**config.mk**
```make
export PLATFORM = sky130hd
export DESIGN_NAME = msi_req_gen
export DESIGN_NICKNAME = d
export VERILOG_FILES = /design/src/rtl/msi_req_pkg.sv /design/src/rtl/msi_cfg_sel.sv /design/src/rtl/msi_vec_merge.sv /design/src/rtl/msi_req_gen.sv
export SDC_FILE = /design/constraint.sdc
export NUM_CORES = 1
export LEC_CHECK = 0
export BUFFER_PORTS_ARGS = -buffer_cell sky130_fd_sc_hd__buf_2
export CORE_AREA = 5 5 302 304
export DETAILED_ROUTE_END_ITERATION = 16
export DIE_AREA = 0 0 307 309
export HOLD_SLACK_MARGIN = 0.02
export PLACE_DENSITY = 0.35
export SKIP_LAST_GASP = 1
export SLEW_MARGIN = 20
export SYNTH_ARGS = -nofsm -noshare
export SYNTH_HDL_FRONTEND = slang
export SYNTH_SLANG_ARGS = --single-unit
```
**constraint.sdc**
```tcl
create_clock -name clk -period 2.4 [get_ports clk]
set_input_delay 0.36 -clock clk [delete_from_list [all_inputs] [get_ports clk]]
set_output_delay 0.36 -clock clk [all_outputs]
set_load 0.05 [all_outputs]
```
**src/rtl/msi_req_pkg.sv**
```systemverilog
package msi_req_pkg;

  // Number of low data bits taken from the vector, limited to the vector width.
  function automatic int vec_bits(input logic [2:0] mme, input int cap);
    int n;
    n = int'(mme);
    if (n > cap) n = cap;
    return n;
  endfunction

endpackage

```
**src/rtl/msi_cfg_sel.sv**
```systemverilog
module msi_cfg_sel #(
  parameter int NUM_FUNC = 8,
  parameter int FUNC_W   = 3,
  parameter int ADDR_W   = 64,
  parameter int DATA_W   = 16,
  parameter int MME_W    = 3
) (
  input  logic [FUNC_W-1:0]          sel,
  input  logic [NUM_FUNC-1:0]        all_en,
  input  logic [NUM_FUNC*ADDR_W-1:0] all_addr,
  input  logic [NUM_FUNC*DATA_W-1:0] all_data,
  input  logic [NUM_FUNC*MME_W-1:0]  all_mme,
  output logic                       en,
  output logic [ADDR_W-1:0]          addr,
  output logic [DATA_W-1:0]          data,
  output logic [MME_W-1:0]           mme
);
  logic [ADDR_W-1:0] addr_a [NUM_FUNC];
  logic [DATA_W-1:0] data_a [NUM_FUNC];
  logic [MME_W-1:0]  mme_a  [NUM_FUNC];

  for (genvar g = 0; g < NUM_FUNC; g++) begin : g_unpack
    assign addr_a[g] = all_addr[g*ADDR_W +: ADDR_W];
    assign data_a[g] = all_data[g*DATA_W +: DATA_W];
    assign mme_a[g]  = all_mme[g*MME_W +: MME_W];
  end

  // Index outside the implemented range reads as a disabled function.
  always_comb begin
    en   = 1'b0;
    addr = '0;
    data = '0;
    mme  = '0;
    for (int f = 0; f < NUM_FUNC; f++) begin
      if (sel == FUNC_W'(f)) begin
        en   = all_en[f];
        addr = addr_a[f];
        data = data_a[f];
        mme  = mme_a[f];
      end
    end
  end
endmodule

```
**src/rtl/msi_vec_merge.sv**
```systemverilog
module msi_vec_merge #(
  parameter int DATA_W = 16,
  parameter int VEC_W  = 5
) (
  input  logic [DATA_W-1:0] base,
  input  logic [VEC_W-1:0]  vec,
  input  logic [2:0]        mme,
  output logic [DATA_W-1:0] merged
);
  import msi_req_pkg::*;

  localparam int CAP = (VEC_W < DATA_W) ? VEC_W : DATA_W;

  logic [DATA_W-1:0] mask;
  logic [DATA_W-1:0] vec_ext;
  int                nbits;

  assign vec_ext = {{(DATA_W-VEC_W){1'b0}}, vec};

  always_comb begin
    nbits = vec_bits(mme, CAP);
    for (int i = 0; i < DATA_W; i++) mask[i] = (i < nbits);
  end

  assign merged = (base & ~mask) | (vec_ext & mask);
endmodule

```
**src/rtl/msi_req_gen.sv**
```systemverilog
module msi_req_gen #(
  parameter int NUM_FUNC = 8,
  parameter int FUNC_W   = 3,
  parameter int TC_W     = 3,
  parameter int VEC_W    = 5,
  parameter int ADDR_W   = 64,
  parameter int DATA_W   = 16
) (
  input  logic                       clk,
  input  logic                       rst_n,
  input  logic                       req_valid,
  input  logic [TC_W-1:0]            req_tc,
  input  logic [VEC_W-1:0]           req_vec,
  input  logic [FUNC_W-1:0]          req_func,
  output logic                       req_ack,
  output logic                       req_drop,
  input  logic [NUM_FUNC-1:0]        cfg_en,
  input  logic [NUM_FUNC*ADDR_W-1:0] cfg_addr,
  input  logic [NUM_FUNC*DATA_W-1:0] cfg_data,
  input  logic [NUM_FUNC*3-1:0]      cfg_mme,
  output logic                       desc_valid,
  input  logic                       desc_ready,
  output logic [ADDR_W-1:0]          desc_addr,
  output logic [DATA_W-1:0]          desc_data,
  output logic [TC_W-1:0]            desc_tc,
  output logic [FUNC_W-1:0]          desc_func,
  output logic                       desc_addr64
);
  localparam int HALF_W = ADDR_W / 2;

  logic              sel_en;
  logic [ADDR_W-1:0] sel_addr;
  logic [DATA_W-1:0] sel_data;
  logic [2:0]        sel_mme;
  logic [DATA_W-1:0] merged;
  logic              busy, take;

  msi_cfg_sel #(
    .NUM_FUNC(NUM_FUNC), .FUNC_W(FUNC_W), .ADDR_W(ADDR_W),
    .DATA_W(DATA_W), .MME_W(3)
  ) u_sel (
    .sel(req_func), .all_en(cfg_en), .all_addr(cfg_addr),
    .all_data(cfg_data), .all_mme(cfg_mme),
    .en(sel_en), .addr(sel_addr), .data(sel_data), .mme(sel_mme)
  );

  msi_vec_merge #(.DATA_W(DATA_W), .VEC_W(VEC_W)) u_merge (
    .base(sel_data), .vec(req_vec), .mme(sel_mme), .merged(merged)
  );

  // One message in flight; the acknowledge cycle also blocks so a held
  // request is not taken twice.
  assign busy = desc_valid | req_ack;
  assign take = req_valid & ~busy;

  always_ff @(posedge clk) begin
    if (!rst_n) begin
      desc_valid  <= 1'b0;
      req_ack     <= 1'b0;
      req_drop    <= 1'b0;
      desc_addr   <= '0;
      desc_data   <= '0;
      desc_tc     <= '0;
      desc_func   <= '0;
      desc_addr64 <= 1'b0;
    end else begin
      req_ack  <= 1'b0;
      req_drop <= 1'b0;
      if (desc_valid && desc_ready) begin
        desc_valid <= 1'b0;
        req_ack    <= 1'b1;
      end else if (take) begin
        if (sel_en) begin
          desc_valid  <= 1'b1;
          desc_addr   <= sel_addr;
          desc_data   <= merged;
          desc_tc     <= req_tc;
          desc_func   <= req_func;
          desc_addr64 <= |sel_addr[ADDR_W-1:HALF_W];
        end else begin
          req_ack  <= 1'b1;
          req_drop <= 1'b1;
        end
      end
    end
  end
endmodule

```
==> results.cfg <==
[setup_path]
r2r_slack_ps = 420
crit_chain = clkbuf_8, buf_12, buf_12, buf_4, a21oi_1, o21a_1, a21oi_2, buf_4, o21ai_0, a21oi_1, nand4_1, a21oi_1
cp.arrival_ps = 2690
cp_common_cell = a21oi_1
r2r_cells = 7
crit_path_start = req_func[1]
cp_max_fo = 34
critPathKind = in -> reg
start_kind = input pin
slowest_delay_ps = 380
worstPathRequired_ps = 2700
cp-end-kind = register
r2r_start = desc_valid
r2r-end = desc_addr64
crit_slowest_cell = buf_4

[timing]
max_freq_mhz = 419.3
tns_ps = 0
maxSlewViolCount = 0
clock_skew_ps = 16.00
max-slew-margin-rel = 0.4805
setup_violations = 0
grt_setup_unrepaired = yes
fin_crit_sh = 0.9938
fin_ws_ps = 14.86
period_needed_ps = 2385
hold_slack_ps = 230.3
worst_pin_slew_ps = 779.2
final_hold_viol_count = 0

[worst_hold_path]
min_path_type = in -> reg
hold_end = desc_tc[1]
min_path_cells = 3
min-delay-start = req_tc[1]

[die]
die_area_um2 = 94860
rows = 109
die_y_um = 309
fp.dieW_um = 307
pin_count = 777
start_util = 0.09695
core_area_um2 = 87970

[place]
dp_slack_ps = -544.0
gp_congestion = 0.9242
dp_hpwl_um = 70970
placed_area_um2 = 14890
port_buffers = 776

[pwr]
p_leak_nw = 6.971
ir_worst_vdd_mv = 0.3990
power_density_nw_per_um2 = 447.1

[logic_synthesis]
ys_seq_area_frac = 0.2113
syn-num-nets = 1666
avgSynthCellArea_um2 = 8.711
syn_inst = 979
synth_top_flop_cell = dfxtp_1
synth_seq_cells = 90
synth_warnings = 0
synth-edff-count = 0
synth_cell_types = 61
ys_async_sr_fraction = 0
netlist_area_um2 = 8528

[clocking]
clock_latency_ps = 390
cts_inserted_buffers = 9
cts_tree = built
clkSinkCount = 90
post-cts-setup-buffer-count = 0
clk_pin_slew_ps = 70
cts-htree-levels = 3
cts-root-buf = clkbuf_16
cts_max_path_buffers = 2

[global_routing]
grt_pass1_vias = 12580
antenna_found_initial = 34
grt_pass1_wl_um = 106300
grt_start_max_net_pins = 63
grt.overflow.total = 0
track_usage = 0.1605

[routing]
drt_first_iter_violations = 856
vias = 12100
ant_nets = 0
vias_per_cell = 4.051
drtPass1Iterations = 5
drcViolationCount = 0
routed_wl_um = 80800
wl_per_cell_um = 27.06

[run]
cap_violations = 0

[final_layout]
stdcell_area_um2 = 15250
multi_input_area_um2 = 6226
final_nets = 2501
area_growth_pct = 78.80
final_util = 0.1733
fill_cells = 10110
drive_above_1_share = 0.5944
regArea_um2 = 1802

[status]
status = complete, no violations
how the worst max path moves through the flow:
stage / end / cells past startpoint
finish: desc_data[2] / 12
CTS: desc_addr[61] / 10
global route: desc_addr64 / 10
detailed placement: desc_data[2] / 12
floorplan: desc_addr64 / 8
global placement: desc_data[2] / 12
cells by family after synthesis:
kind of cell           Yosys count  synth area share
and+or+nand+nor                328            0.1683
muxes                          151            0.3110
AOI/OAI and AO/OA              294            0.2444
DFF                             90            0.2113
buffers and inverters          116           0.06499
cell usage after synthesis, types with 23 or more instances:
library cell    n  share of area
mux4_2         85           0.22
o21ai_0        44          0.026
dfxtp_1        90           0.21
mux2_2         23          0.030
mux2i_1        40          0.047
buf_2          41          0.024
a22oi_1        25          0.022
nand2_1       157          0.069
clkbuf_1       41          0.018
nor2_1         97          0.043
a311oi_1       36          0.037
a21oi_1        66          0.039
area by class of cell:
class	instances	area share
multi-input combinational	773	0.4083
timing repair buffer	930	0.3535
sequential	90	0.1182
tap	1165	0.09559
clock buffer	11	0.01526
clock inverter	3	0.005908
inverter	10	0.002626
antenna	4	0.0006564
layer usage:
layer	routed length [um]	GRT usage	vias up
met5	37	0	-
met3	4654	0.02862	78
met4	1128	0.02533	6
met2	38220	0.2651	551
li1	-	-	5469
met1	36760	0.2241	5993
registers in the layout, summed over array words and instances, names as in the netlist:
signal,cells
desc_addr,64
req_drop,1
desc_tc,3
desc_addr64,1
desc_valid,1
desc_data,16
desc_func,3
req_ack,1
through the flow:
step | std cells | total power, mW
after global placement | 2968 | 5.141
after global routing | 2982 | 7.208
after CTS | 2982 | 6.958
final | 2986 | 6.818
after detailed placement | 2968 | 5.133
after floorplan | 979 | 3.360
report_power, final:
part,internal (mW),leakage (nW),switching (mW)
Clock,1.01,0.156,0.736
Combinational,1.38,6.08,1.97
Sequential,1.64,0.738,0.0796
critical path, delay by kind of cell:
kind                   cells  cell delay, ps
buffers and inverters      5            1160
AO/OA/AOI/OAI              6            1020
AND/OR/NAND/NOR            1             110
timing repair:
| action | 4_1_cts | 5_1_grt |
|---|---|---|
| hold buffers | 0 | 0 |
| resized for setup | 2 | 4 |
| pin swaps | 0 | 0 |
| setup endpoints to repair | 2 | 6 |
placed cells by master, fill, tap and decap left out, types with 5 or more instances in the layout:
cell type,netlist,layout
buf_2,41,773
nand2_1,157,156
buf_4,8,128
nor2_1,97,95
dfxtp_1,90,90
mux4_2,85,85
a21oi_1,66,65
o21ai_0,44,44
mux2i_1,40,40
a311oi_1,36,36
buf_12,0,26
a22oi_1,25,25
mux2_2,23,23
a221oi_1,17,16
a32oi_1,15,14
nor3_1,13,13
o22ai_1,13,13
a21o_1,12,12
a211oi_1,11,11
o221ai_1,9,9
clkbuf_16,0,9
o211ai_1,8,8
nor2b_1,13,8
inv_1,8,7
a22oi_2,6,6
a22o_1,6,6
nand3_1,6,6
nand3b_1,6,6
nand2b_1,5,5
or3b_2,5,5
No activity file was read; power rests on OpenSTA's default activity.
